<file path="src/rtl/atten_pkg.sv">
package atten_pkg;

  typedef enum logic [2:0] {
    ST_IDLE,
    ST_LOW,
    ST_HIGH,
    ST_LATCH,
    ST_DONE
  } seq_state_t;

  // Clip a half-dB request to the largest code.
  function automatic int unsigned sat_code(int unsigned req, int unsigned max_code);
    return (req > max_code) ? max_code : req;
  endfunction

  // Common phase length that satisfies half-period, setup and hold.
  function automatic int unsigned phase_len(int unsigned half, int unsigned su, int unsigned hd);
    int unsigned m;
    m = half;
    if (su > m) m = su;
    if (hd > m) m = hd;
    if (m == 0) m = 1;
    return m;
  endfunction

endpackage

</file>
<file path="src/rtl/atten_seq.sv">
module atten_seq
  import atten_pkg::*;
#(
  parameter int WORD  = 6,
  parameter int REQ_W = 8,
  parameter int NCH   = 2,
  parameter int CH_W  = 1,
  parameter int PHASE = 2
) (
  input  logic             clk,
  input  logic             rst_n,
  input  logic             req_valid,
  input  logic [CH_W-1:0]  req_chan,
  input  logic [REQ_W-1:0] req_half_db,
  output logic             req_ready,
  output logic             busy,
  output logic             done,
  output logic             oor,
  output logic [NCH-1:0]   sel,
  output logic             want_clk,
  output logic             want_data,
  output logic             load_data,
  output logic             want_le
);

  localparam int IDX_W    = (WORD > 1) ? $clog2(WORD) : 1;
  localparam int CNT_W    = $clog2(PHASE + 1);
  localparam int MAX_CODE = (1 << WORD) - 1;

  seq_state_t       state;
  logic [WORD-1:0]  word_q;
  logic [CH_W-1:0]  chan_q;
  logic [IDX_W-1:0] bit_idx;
  logic [CNT_W-1:0] cnt;
  logic             done_q;
  logic             oor_q;

  // Named internal events
  wire accept   = req_valid && (state == ST_IDLE);
  wire cnt_last = (cnt == CNT_W'(PHASE - 1));
  wire last_bit = (bit_idx == '0);
  wire req_big  = (32'(req_half_db) > MAX_CODE);

  always_ff @(posedge clk or negedge rst_n) begin
    if (!rst_n) begin
      state   <= ST_IDLE;
      word_q  <= '0;
      chan_q  <= '0;
      bit_idx <= '0;
      cnt     <= '0;
      done_q  <= 1'b0;
      oor_q   <= 1'b0;
    end else begin
      done_q <= (state == ST_DONE);
      oor_q  <= accept && req_big;
      case (state)
        ST_IDLE: begin
          if (accept) begin
            word_q  <= WORD'(sat_code(32'(req_half_db), MAX_CODE));
            chan_q  <= req_chan;
            bit_idx <= IDX_W'(WORD - 1);
            cnt     <= '0;
            state   <= ST_LOW;
          end
        end
        ST_LOW: begin
          if (cnt_last) begin
            cnt   <= '0;
            state <= ST_HIGH;
          end else begin
            cnt <= cnt + 1'b1;
          end
        end
        ST_HIGH: begin
          if (cnt_last) begin
            cnt <= '0;
            if (last_bit) begin
              state <= ST_LATCH;
            end else begin
              bit_idx <= bit_idx - 1'b1;
              state   <= ST_LOW;
            end
          end else begin
            cnt <= cnt + 1'b1;
          end
        end
        ST_LATCH: begin
          if (cnt_last) begin
            cnt   <= '0;
            state <= ST_DONE;
          end else begin
            cnt <= cnt + 1'b1;
          end
        end
        default: state <= ST_IDLE;
      endcase
    end
  end

  always_comb begin
    for (int i = 0; i < NCH; i++) begin
      sel[i] = (state != ST_IDLE) && (32'(chan_q) == i);
    end
  end

  assign req_ready = (state == ST_IDLE);
  assign busy      = (state != ST_IDLE);
  assign done      = done_q;
  assign oor       = oor_q;
  assign want_clk  = (state == ST_HIGH);
  assign want_le   = (state == ST_LATCH);
  assign load_data = (state == ST_LOW) && (cnt == '0);
  assign want_data = word_q[bit_idx];

  // phase counter never runs past one phase
  a_r5_cnt_bound: assert property (@(posedge clk) disable iff (!rst_n)
    cnt < CNT_W'(PHASE));

  // done pulse only once the sequencer is back to idle
  a_r7_done_idle: assert property (@(posedge clk) disable iff (!rst_n)
    done |-> (state == ST_IDLE));

  // the clip flag comes with a saturated word
  a_r2_oor_sat: assert property (@(posedge clk) disable iff (!rst_n)
    oor |-> (word_q == WORD'(MAX_CODE)));

  // the flag lasts one cycle
  a_r2_oor_pulse: assert property (@(posedge clk) disable iff (!rst_n)
    oor |=> !oor);

  // latch phase entered only after the last bit
  a_r6_latch_after_last: assert property (@(posedge clk) disable iff (!rst_n)
    (state == ST_LATCH) |-> last_bit);

endmodule

</file>
<file path="src/rtl/atten_port.sv">
module atten_port (
  input  logic clk,
  input  logic rst_n,
  input  logic sel,
  input  logic want_clk,
  input  logic want_data,
  input  logic load_data,
  input  logic want_le,
  output logic sclk,
  output logic sdata,
  output logic le
);

  always_ff @(posedge clk or negedge rst_n) begin
    if (!rst_n) begin
      sclk  <= 1'b0;
      sdata <= 1'b0;
      le    <= 1'b0;
    end else if (sel) begin
      sclk <= want_clk;
      le   <= want_le;
      if (load_data) sdata <= want_data;
    end
  end

  // strobe only while the serial clock is low
  a_r6_le_clk_low: assert property (@(posedge clk) disable iff (!rst_n)
    le |-> !sclk);

  // data never moves while the clock is high
  a_r4_data_hold_high: assert property (@(posedge clk) disable iff (!rst_n)
    (sclk && $past(sclk)) |-> $stable(sdata));

endmodule

</file>
<file path="src/rtl/dual_atten_ctrl.sv">
module dual_atten_ctrl
  import atten_pkg::*;
#(
  parameter int NCH       = 2,
  parameter int WORD      = 6,
  parameter int REQ_W     = 8,
  parameter int SETUP_CYC = 1,
  parameter int HOLD_CYC  = 1,
  parameter int HALF_CYC  = 2,
  localparam int CH_W     = (NCH > 1) ? $clog2(NCH) : 1
) (
  input  logic             clk,
  input  logic             rst_n,
  input  logic             req_valid,
  output logic             req_ready,
  input  logic [CH_W-1:0]  req_chan,
  input  logic [REQ_W-1:0] req_half_db,
  output logic             busy,
  output logic             done,
  output logic             out_of_range,
  output logic [NCH-1:0]   ser_clk,
  output logic [NCH-1:0]   ser_data,
  output logic [NCH-1:0]   ser_le
);

  localparam int PHASE = phase_len(HALF_CYC, SETUP_CYC, HOLD_CYC);

  logic [NCH-1:0] sel;
  logic           want_clk;
  logic           want_data;
  logic           load_data;
  logic           want_le;

  atten_seq #(
    .WORD (WORD),
    .REQ_W(REQ_W),
    .NCH  (NCH),
    .CH_W (CH_W),
    .PHASE(PHASE)
  ) u_seq (
    .clk        (clk),
    .rst_n      (rst_n),
    .req_valid  (req_valid),
    .req_chan   (req_chan),
    .req_half_db(req_half_db),
    .req_ready  (req_ready),
    .busy       (busy),
    .done       (done),
    .oor        (out_of_range),
    .sel        (sel),
    .want_clk   (want_clk),
    .want_data  (want_data),
    .load_data  (load_data),
    .want_le    (want_le)
  );

  for (genvar g = 0; g < NCH; g++) begin : g_port
    atten_port u_port (
      .clk      (clk),
      .rst_n    (rst_n),
      .sel      (sel[g]),
      .want_clk (want_clk),
      .want_data(want_data),
      .load_data(load_data),
      .want_le  (want_le),
      .sclk     (ser_clk[g]),
      .sdata    (ser_data[g]),
      .le       (ser_le[g])
    );
  end

  // at most one port is clocking or strobing at any time
  a_r9_one_active: assert property (@(posedge clk) disable iff (!rst_n)
    $onehot0(ser_clk | ser_le));

  // done arrives with every strobe low
  a_r7_done_le_low: assert property (@(posedge clk) disable iff (!rst_n)
    done |-> (ser_le == '0));

  // no acceptance while a transfer runs
  a_r8_ready_idle: assert property (@(posedge clk) disable iff (!rst_n)
    busy |-> !req_ready);

endmodule

</file>
<file path="config.mk">
export PLATFORM = sky130hd
export DESIGN_NAME = dual_atten_ctrl
export DESIGN_NICKNAME = d
export VERILOG_FILES = /design/src/rtl/atten_pkg.sv /design/src/rtl/atten_seq.sv /design/src/rtl/atten_port.sv /design/src/rtl/dual_atten_ctrl.sv
export SDC_FILE = /design/constraint.sdc
export NUM_CORES = 1
export LEC_CHECK = 0
export BUFFER_PORTS_ARGS = -buffer_cell sky130_fd_sc_hd__buf_2
export CORE_MARGIN = 5
export CORE_UTILIZATION = 44
export DETAILED_ROUTE_END_ITERATION = 7
export PLACE_DENSITY_LB_ADDON = 0.05
export REMOVE_ABC_BUFFERS = 1
export SETUP_SLACK_MARGIN = 0.05
export SLEW_MARGIN = 20
export SYNTH_ARGS = -nofsm -noshare
export SYNTH_HDL_FRONTEND = slang
export SYNTH_SLANG_ARGS = --single-unit
</file>
<file path="constraint.sdc">
create_clock -name clk -period 1.7 [get_ports clk]
set_input_delay 0.34 -clock clk [delete_from_list [all_inputs] [get_ports clk]]
set_output_delay 0.34 -clock clk [all_outputs]
set_load 0.01 [all_outputs]
</file>
### Word level (Yosys, flattened, before mapping)

Cells that the tools add are included.

| cells by class | value |
|---|---|
| add/subtract/negate cells | 2 |
| reductions and logical operators | 18 |
| bitwise gates (word level) | 1 |
| equal/unequal tests | 10 |
| mux-type cells | 16 |
| magnitude comparators | 2 |

Operators by type and width:

| cell | number |
|---|---|
| $mux W3 | 7 |
| $pmux W3 S4 | 1 |
| $gt A8 B6 Y1 const B | 1 |
| $reduce_and A2 Y1 | 4 |
| $reduce_and A4 Y1 | 2 |
| $eq A3 B2 Y1 const B | 2 |
| $logic_not A3 Y1 | 2 |
| $mux W2 | 3 |
| $mux W6 | 1 |
| $ne A2 B2 Y1 const B | 3 |
| $pmux W3 S2 | 1 |
| $logic_and A1 B1 Y1 | 5 |
| $lt A3 B4 Y1 const B | 1 |
| $ne A2 B1 Y1 const B | 2 |
| $pmux W2 S2 | 1 |
| $reduce_bool A2 Y1 | 2 |
| $bmux W1 S3 | 1 |
| $eq A3 B1 Y1 const B | 1 |
| $eq A3 B3 Y1 const B | 1 |
| $reduce_bool A3 Y1 | 1 |
| $reduce_or A3 Y1 | 1 |
| $sub A3 B1 Y3 const B | 1 |
| $add A2 B1 Y2 const B | 1 |
| $eq A2 B1 Y1 const B | 1 |
| other kinds (3) | 3 |

| word-level totals | value |
|---|---|
| register bits | 23 |
| bits of input ports | 12 |
| logic and storage cells | 62 |

### Logic depth before layout (Yosys ltp)

Gate-level depths: netlist of run 1.

| depth | value |
|---|---|
| depth after elaboration | 4 |
| mapped depth | 6 |

### By module

Synthesis of run 1 repeated with hierarchy kept, for this count alone.

| unflattened totals | value |
|---|---|
| cells, all modules | 107 |
| area total of the unflattened synthesis | 1158.6 um2 |

By module, submodules not included:

| module | cells each | times used | area each (um2) |
|---|---|---|---|
| atten_seq | 93 | 1 | 925.9 |
| atten_port | 7 | 2 | 116.4 |

### Worst setup path after synthesis of run 1

No wires, ideal clock.

| timing path | value |
|---|---|
| path kind | flip-flop to flip-flop |
| start point | register u_seq.state[0] |
| end point | register u_seq.bit_idx[1] |
| path slack | 0.226 ns |
| period minus slack after synthesis | 1.474 ns |
| data arrival time | 1.349 ns |
| stages on the path, launching flop included | 6 |
| path through | dfrtp_1 buf_6 or2_4 a211oi_2 a311oi_2 mux2_4 |

| on the way | value |
|---|---|
| longest elaborated chain between the ends | 4 |

Ends and longest elaborated chain:

| element | RTL line | text |
|---|---|---|
| start: declaration | atten_seq.sv:30 | `seq_state_t state;` |
| start signal: assignment | atten_seq.sv:46 | `state <= ST_IDLE;` |
| start signal: assignment | atten_seq.sv:63 | `state <= ST_LOW;` |
| start signal: assignment | atten_seq.sv:69 | `state <= ST_HIGH;` |
| $logic_not A3 Y1 | atten_seq.sv:39, atten_seq.sv:56 |  |
| $logic_and A1 B1 Y1 | atten_seq.sv:39 | `wire accept = req_valid && (state == ST_IDLE);` |
| $ne A2 B1 Y1 (no source line) | -- |  |
| $reduce_and A4 Y1 (no source line) | -- |  |
| end signal: assignment | atten_seq.sv:61 | `bit_idx <= IDX_W'(WORD - 1);` |
| end signal: assignment | atten_seq.sv:80 | `bit_idx <= bit_idx - 1'b1;` |
| end: declaration | atten_seq.sv:33 | `logic [IDX_W-1:0] bit_idx;` |

Parallel ways exist; a longest one is shown, timed or not.
A chain may end at the register's enable or synchronous reset.

### Worst setup path in the final report of run 1

| timing path | value |
|---|---|
| start point | register u_seq.state[1] |
| end point | output busy |

| on the way | value |
|---|---|
| longest elaborated chain between the ends | 1 |

Ends and longest elaborated chain:

| element | RTL line | text |
|---|---|---|
| $reduce_bool A3 Y1 | atten_seq.sv:107 | `assign busy = (state != ST_IDLE);` |
| end: declaration | dual_atten_ctrl.sv:18 | `output logic busy,` |

Every way passes these cells.

==> results of run 1 <==
[cell type report]
class | count | area [µm²] | area share [%]
tap | 30 | 37.5 | 2.75
clock buffer | 3 | 22.5 | 1.65
sequential | 23 | 578 | 42.3
timing repair buffer | 31 | 183 | 13.4
multi-input combinational | 81 | 520 | 38.1
inverter | 5 | 18.8 | 1.37
clock inverter | 1 | 5.00 | 0.367
[per-layer routing]
layer / wire length [µm] / track usage (%)
met1: 1250 / 20.0
met5: 0 / 0
met4: 37 / 4.88
met3: 92 / 2.34
met2: 1030 / 18.7
[cells in the final DEF, fill, tap and decap left out, drive strengths merged, types with 2 or more instances in the layout]
cell type	synthesis	final
inv	5	5
o21ai	5	5
nand2b	2	2
and2	4	4
mux2i	3	3
nor2	17	17
clkbuf	2	3
nand2	6	6
dfrtp	23	23
buf	11	30
a21oi	12	12
mux2	5	5
ha	2	2
and3	4	4
or2	2	2
nand3	2	2
nor3	3	3
o21a	2	2
[worst max-delay path, stage by stage (launching register included)]
cell	delay [ns]
sky130_fd_sc_hd__dfrtp_2	0.49
sky130_fd_sc_hd__nor3_4	0.24
sky130_fd_sc_hd__inv_1	0.06
sky130_fd_sc_hd__buf_2	0.14
[logic make-up after synthesis]
logic type,count (synthesis)
flops,23
compound gates,27
simple gates,44
fa+ha+maj,2
buf+inv,18
mux,8
[worst paths after layout]
check	startpoint	endpoint	slack, ns
max reg2reg	u_seq.state[1]$_DFFE_PN0P_	g_port[0].u_port.sdata$_DFFE_PN0P_	0.14
min in group asynchronous	rst_n	u_seq.bit_idx[1]$_DFFE_PN0P_	0.51
max in group asynchronous	rst_n	u_seq.state[0]$_DFFE_PN0P_	0.82
max	u_seq.state[1]$_DFFE_PN0P_	busy	0.12
min reg2reg	u_seq.cnt[1]$_DFFE_PN0P_	u_seq.state[2]$_DFFE_PN0P_	0.52
min	req_chan	u_seq.chan_q$_DFFE_PN0P_	0.23
[registers in the layout (all words and copies together), names as in the netlist]
| name | count |
|---|---|
| u_seq.done | 1 |
| u_seq.chan_q | 1 |
| g_port.u_port.le | 2 |
| u_seq.state | 3 |
| u_seq.bit_idx | 3 |
| u_seq.word_q | 6 |
| u_seq.cnt | 2 |
| g_port.u_port.sclk | 2 |
| g_port.u_port.sdata | 2 |
| u_seq.oor | 1 |
[stage by stage]
step	power, µW	cells	util [%]
2_1_floorplan	1730	109	-
3_3_place_gp	2120	165	50.6
3_5_place_dp	2140	165	50.6
4_1_cts	2430	170	52.4
5_1_grt	2700	174	53.6
6_report	2480	174	53.6
[power groups by stage]
stage / clock [µW] / combinational, µW / sequential (µW)
2_1_floorplan: 0 / 715 / 1010
6_report: 260 / 1230 / 990
3_5_place_dp: 0 / 1140 / 1000
4_1_cts: 269 / 1160 / 1000
3_3_place_gp: 0 / 1130 / 987
5_1_grt: 293 / 1380 / 1020
[repair_timing]
action / CTS / global route
hold endpoints to repair: 23 / 0
gates resized for setup: 2 / 1
hold buffers: 1 / 0
setup endpoints to repair: 2 / 2
pin swaps: 0 / 1
buffers inserted: 0 / 4
==> impl_summary.md, run 1 <==
Run status
The flow ran to the end, and the final reports show no timing, DRC or antenna violations.

STA
The final period demand of the worst path is around 1.6 ns. The number of slew-limit violations in the final report is 0. The worst hold slack is around 0.23 ns. At the pin with the least slew margin, the transition time is between 0.5 and 0.6 ns. The final worst slack is approximately 0.12 ns. Setup violations remaining at the end of the flow were counted as 0. The remaining max-slew budget at the tightest pin is about two thirds. Timing would allow up to roughly 0.63 GHz.

For the final database, setup skew stands at roughly 0.013 ns. The post-route clock period utilization is around 93%. The number of endpoints with negative hold slack in the final report is 0. Setup repair after global routing could not meet its margin everywhere.

The sum of negative setup slack is 0 ns.

Synth
Among all cell types in the netlist, the one instantiated most often is sky130_fd_sc_hd__dfrtp_1. Summed over its instances, the top area cell type makes up around half of the synthesized netlist area. After synthesis, the share of flip-flops with an asynchronous set or reset is 100%. Synthesis instantiated 35 different standard cells from the library. The share of synthesized area occupied by flip-flops and latches is between 40 and 50%.

The xor/xnor cell area share of the yosys netlist is 0%. The synthesized netlist devotes roughly 15% of its cell area to compound gates. The prevailing post-synth register cell is sky130_fd_sc_hd__dfrtp_1. The mux share of post-synthesis cell area is under 10%. sky130_fd_sc_hd__dfrtp_1 takes more of the synthesized area than any other cell. The count of flip-flops with a built-in enable after synthesis is 0. In the synthesized netlist, the cells that appear most often are sky130_fd_sc_hd__dfrtp_1, sky130_fd_sc_hd__nor2_1, sky130_fd_sc_hd__a21oi_1.

The synthesized instance count is 122. The synthesized netlist devotes 18.7% of its cell area to simple gates. The total standard cell area after synthesis is ~0.0012 mm².

The count of yosys warnings during synthesis is 0. The adder-cell share of the synthesized area is about 2.1%. After synthesis, the largest family of logic cells by area is simple AND/OR/NAND/NOR gates. The number of storage elements in the synthesis netlist is 23. The average cell area after synthesis is 9.79 µm².

After synthesis, the cell types taking the most area are sky130_fd_sc_hd__dfrtp_1, sky130_fd_sc_hd__nor2_1, sky130_fd_sc_hd__a21oi_1, sky130_fd_sc_hd__buf_4, sky130_fd_sc_hd__mux2_2.

Cells and area
The final non-filler cell area is around 0.0014 mm². For this run, the post-layout net count is 159. The count of fill cells added during filler insertion is approximately 250. The post-route netlist has 31.9% of its cells at a drive strength greater than 1. Relative to the synthesized area, the layout overhead comes to 14.2%. The repair_antennas step left the layout with diodes totalling 0.

Power and ir drop
The part of the power in combinational logic is roughly half. Across the VDD grid, the largest voltage drop is about 0.96 mV. The internal power summed over all cells is around 1500 µW. The fraction of power spent switching nets is between 40% and 50%. The total power density per cell area is about 1800 mW/mm². For this design the static power due to leakage is about 0.00065 µW. The analysis attributes to net switching a power of around 1000 µW. The sequential cell fraction of total power is 39.9%.

Per report_power, the clock group accounts for between 10% and 20% of the total.

Drt
The via count is 901. The routed length per placed instance is around 14 µm. The remaining antenna violation count is 0.

Wires add up to ~2400 µm. In the routed design, unresolved DRC markers number 0. In the routed layout, each cell is associated on average with a via count of 5.18. Before antenna repair, the detailed router went through 4 iterations. The violation count after the first detailed-routing iteration is 53.

Floorplan
In this run the core area contains 18 standard-cell rows. The total I/O pin count is 22. In this run the vertical extent of the chip is approximately 62 µm. Measured along the x axis, the die boundary spans 62.1 µm. The area of the core is between 0.002 and 0.003 mm². The area of the die is 0.00386 mm². For this configuration, the core starts out at a cell density of 47.0%.

Global routing
The number of antenna violations at the first check in global routing is 0. The number of global-route vias before repair is between 800 and 900. For this run the aggregate overflow at the end of global routing stands at 0.

The aggregate global-route resource usage is between 10% and 20%. The wire length of the first global-routing pass is approximately 4200 µm. The largest net degree at the start of global routing is 24.

Placement
Before CTS, the worst setup slack after placement is around 0.18 ns. The post-placement cell area is 0.00129 mm². At the end of routability-driven placement, the weighted congestion stood at between 0.7 and 0.8. The quantity of I/O buffers inserted on ports is 21. The sum of net half-perimeters after detailed placement is approximately 1700 µm.

Setup path
The arrival time at the worst endpoint is roughly 1.2 ns. The setup path with the least slack is of type reg2out. The number of cells on the worst reg-to-reg path is 4. The worst endpoint required time is roughly 1.4 ns. The critical path launch point type is a flop. The worst setup path is captured at an output pin.

In this run the worst path has a maximum fanout of 6.

Clocking
The clock buffer count from CTS is 3. The clock passes through at most 2 buffers. The buffer type at the clock tree root is sky130_fd_sc_hd__clkbuf_4. The depth of the CTS H-tree is 1.

The clock tree from TritonCTS is yes. The clock insertion delay at the later pin of the skew report is 0.32 ns. For this design, the sink count on the clock tree is 23. After clock tree synthesis, the clock-pin slew on the worst setup and hold paths is 0.14 ns.

Min path
The path class of the tightest hold or removal check is in2reg. The number of cells on the worst hold path is 3.

Flow run
The number of violations of the max-capacitance limit is 0.
(Power assumes the default switching activity.)
==> run 2, diff against run 1 <==
--- a/config.mk
+++ b/config.mk
@@ -7,7 +7,7 @@
 export LEC_CHECK = 0
 export BUFFER_PORTS_ARGS = -buffer_cell sky130_fd_sc_hd__buf_2
 export CORE_MARGIN = 5
-export CORE_UTILIZATION = 44
+export CORE_UTILIZATION = 38
 export DETAILED_ROUTE_END_ITERATION = 7
 export PLACE_DENSITY_LB_ADDON = 0.05
 export REMOVE_ABC_BUFFERS = 1
==> run 2 against run 1 <==
Net effect: utilization fell by 7.6 points; largest power group unchanged; clock skew decreased by 0.012 ns; non-clock buffer count unchanged; fmax up 1.4%; first-iteration DRC count down 5.7%; clock-buffer cell count rose by 1.
==> impl_summary.md, run 2 (synthesized netlist as in run 1, its figures left out) <==
Setup path
The number of cells on the worst reg-to-reg path is 4 (unchanged). Traced cell by cell, the critical path runs through nor3_4 -> buf_2. The endpoint of the most critical register-to-register path is u_seq.bit_idx[1]$_DFFE_PN0P_.

The critical path depth in cells is 2 (-1). In this design, the largest share of critical-path delay is due to flip-flops. The worst endpoint required time is 1.36 ns (about the same). The critical path endpoint is req_ready. STA classifies the critical path endpoint as an output pin. The peak per-stage delay on the critical path is 0.48 ns (about the same). The number of buffer and inverter instances along the worst setup path is 1 (-1).

The slack of the worst reg-to-reg path came to 0.15 ns (about the same). The critical path starts at u_seq.state[0]$_DFFE_PN0P_. The worst setup path is launched from a flop. The kind of critical path is reg2out. The startpoint identified for the worst register-to-register timing path is u_seq.bit_idx[0]$_DFFE_PN0P_.

The largest driver fanout on the critical path came to 6 (unchanged). On the critical path, the stage with the largest delay is an instance of sky130_fd_sc_hd__dfrtp_2. The arrival time at the worst endpoint is 1.21 ns (-0.03 ns).

Floorplan
The initial standard-cell utilization of the core is 39.5% (-7.5 points). The area of the core was 0.00303 mm² (+19%). The area of the die is 0.00437 mm² (+13%). The number of rows in the core area is 20 (+2). The vertical die dimension was 66.1 µm (+6.4%). The die boundary width was 66.1 µm (+6.4%). The total I/O pin count is 22 (unchanged).

STA
Setup repair after global routing could not meet its margin everywhere. The final worst slack is 0.146 ns (+0.0220 ns). The final period demand of the worst path came to 1.55 ns (-0.0220 ns).

The number of endpoints with negative hold slack in the final report came to 0 (unchanged). The setup violation total in the final timing report is 0 (unchanged). The final clock skew is 0.00130 ns (-0.0120 ns). The remaining max-slew budget at the tightest pin is 65.8% (+0.46 points).

The sum of negative setup slack is 0 ns (unchanged). The post-route clock period utilization came to 91.4% (-1.3 points). The number of slew-limit violations in the final report came to 0 (unchanged). The maximum clock frequency is 0.643 GHz (+1.4%). The slew at the pin closest to its max-slew limit is 0.513 ns (-0.00686 ns).

Clocking
The count of clock tree sinks is 23 (unchanged). The tree is rooted in a sky130_fd_sc_hd__clkbuf_4. The depth of the CTS H-tree is 1 (unchanged). The clock insertion delay at the later pin of the skew report was 0.31 ns (about the same). TritonCTS built the clock tree. The clock buffer count from CTS is 3 (unchanged). The maximum buffer depth of the clock tree is 2 (unchanged). The CTS clock-pin slew for the worst setup and hold paths is 0.13 ns (about the same).

Power and ir drop
The net switching component of the power is 993 µW (-0.87%). The clock network fraction of design power is 10.5% (about the same). The fraction of power spent switching nets was 40.0% (-0.39 points). The maximum vdd drop is 0.661 mV (-31%). The part of the power in combinational logic is 49.7% (about the same). The total power density per cell area is 1780 mW/mm² (-2.0%).

The internal power summed over all cells came to 1490 µW (+0.75%). The total leakage power is 0.000651 µW (about the same). The sequential cell fraction of total power came to 39.9% (about the same).

Cells and area
The register with the most flip-flops is u_seq.word_q. The largest registers in the layout are u_seq.word_q (6), u_seq.bit_idx (3), u_seq.state (3). The count of antenna diodes in the layout is 0 (unchanged). The number of flip-flops in the largest register is 6 (unchanged). The number of cells in the finished layout apart from fillers was 188 (+8.0%).

The count of nets after finishing is 159 (unchanged). The library cell used most frequently in the layout, excluding fill and tap cells, is sky130_fd_sc_hd__dfrtp_1. The share of final-layout standard cells stronger than drive strength 1 came to 32.6% (+0.69 points). The layout overhead on the synthesized area is 16.6%.

In the layout the commonest cells are sky130_fd_sc_hd__dfrtp_1, sky130_fd_sc_hd__buf_2, sky130_fd_sc_hd__nor2_1.

Drt
The violation count after the first detailed-routing iteration is 50 (-5.7%). The detailed-route vias per instance came to 4.76 (-8.2%). The remaining antenna violation count is 0 (unchanged). The total routed wirelength was 2420 µm (+0.96%). The remaining routing DRC violations is 0 (unchanged). The routed length per placed instance is 12.9 µm (-6.6%). The detailed-router iteration count before antenna repair is 4 (unchanged).

The via count is 894 (-0.78%).

Flow run
The number of violations of the max-capacitance limit is 0 (unchanged).

Global routing
The wire length of the first global-routing pass is 4280 µm (+2.1%). The number of global-route vias before repair came to 939 (+8.7%). The aggregate global-route resource usage is 13.0% (-0.32 points). The largest net degree at the start of global routing is 24 (unchanged). The number of antenna violations at the first check in global routing is 0 (unchanged).

The total global routing overflow was 0 (unchanged).

Placement
The quantity of I/O buffers inserted on ports is 21 (unchanged). The total instance count after detailed placement was 180 (+9.1%). The sum of net half-perimeters after detailed placement came to 1800 µm (+3.2%). The placer's final routability congestion estimate was 0.733 (-2.4%).

The post-placement setup slack was 0.0862 ns (-0.0957 ns).

Min path
The worst hold path class is in2reg.

Run status
The flow ran to the end, and the final reports show no timing, DRC or antenna violations.
==> run 2: worst register-to-register path: stages (launching register included) <==
cell,delay (ns)
sky130_fd_sc_hd__dfrtp_1,0.45
sky130_fd_sc_hd__inv_1,0.12
sky130_fd_sc_hd__ha_1,0.24
sky130_fd_sc_hd__a311oi_2,0.31
sky130_fd_sc_hd__mux2_4,0.33
==> run 2: what timing repair did <==
| item | in CTS | in global routing |
|---|---|---|
| setup buffers | 2 | 1 |
| hold buffers | 1 | 0 |
| hold endpoints to repair | 9 | 0 |
| resized for setup | 2 | 4 |
| endpoints found under the setup margin | 2 | 3 |
| pin swaps | 0 | 1 |
==> run 2: power by group through the flow <==
stage | clock, µW | combinational [µW] | sequential [µW]
global route | 298 | 1410 | 1030
finish | 260 | 1230 | 990
detailed placement | 0 | 1130 | 1000
CTS | 267 | 1210 | 981
floorplan | 0 | 715 | 1010
global placement | 0 | 1130 | 997
==> run 2: how the worst min path moves through the flow <==
stage                        start                              end  slack [ns]  depth (start not counted)
after CTS                 req_chan         u_seq.chan_q$_DFFE_PN0P_        0.22                          3
after global placement       rst_n             u_seq.done$_DFF_PN0_        0.35                          1
after floorplan              rst_n  g_port[0].u_port.le$_DFFE_PN0P_        0.04                          0
after global routing      req_chan         u_seq.chan_q$_DFFE_PN0P_        0.23                          3
final                     req_chan         u_seq.chan_q$_DFFE_PN0P_        0.23                          3
after detailed placement     rst_n             u_seq.done$_DFF_PN0_        0.35                          1
==> run 2: metal layers <==
layer / GRT usage [%] / vias to the layer above / wire [µm]
li1: - / 454 / -
met1: 18.2 / 425 / 1260
met2: 19.0 / 13 / 1050
met3: 3.06 / 2 / 89
met4: 5.33 / 0 / 17
met5: 0 / - / 0
==> run 2: area by class of cell <==
cell class                      count  area (µm²)
Clock buffer                        4        26.3
Tap cell                           44        55.1
Timing Repair Buffer               31         189
Fill cell                         300        1630
Inverter                            5        18.8
Multi-Input combinational cell     81         527
Sequential cell                    23         578
==> run 2: metrics by stage <==
stage               util, %  power, µW  instance area [µm²]  hold slack (ns)
floorplan                 -       1730                 1110           0.0444
global placement       43.4       2130                 1310            0.354
detailed placement     43.4       2140                 1310            0.352
CTS                    45.3       2460                 1370            0.220
global route           46.0       2740                 1390            0.227
finish                 46.0       2480                 1390            0.229
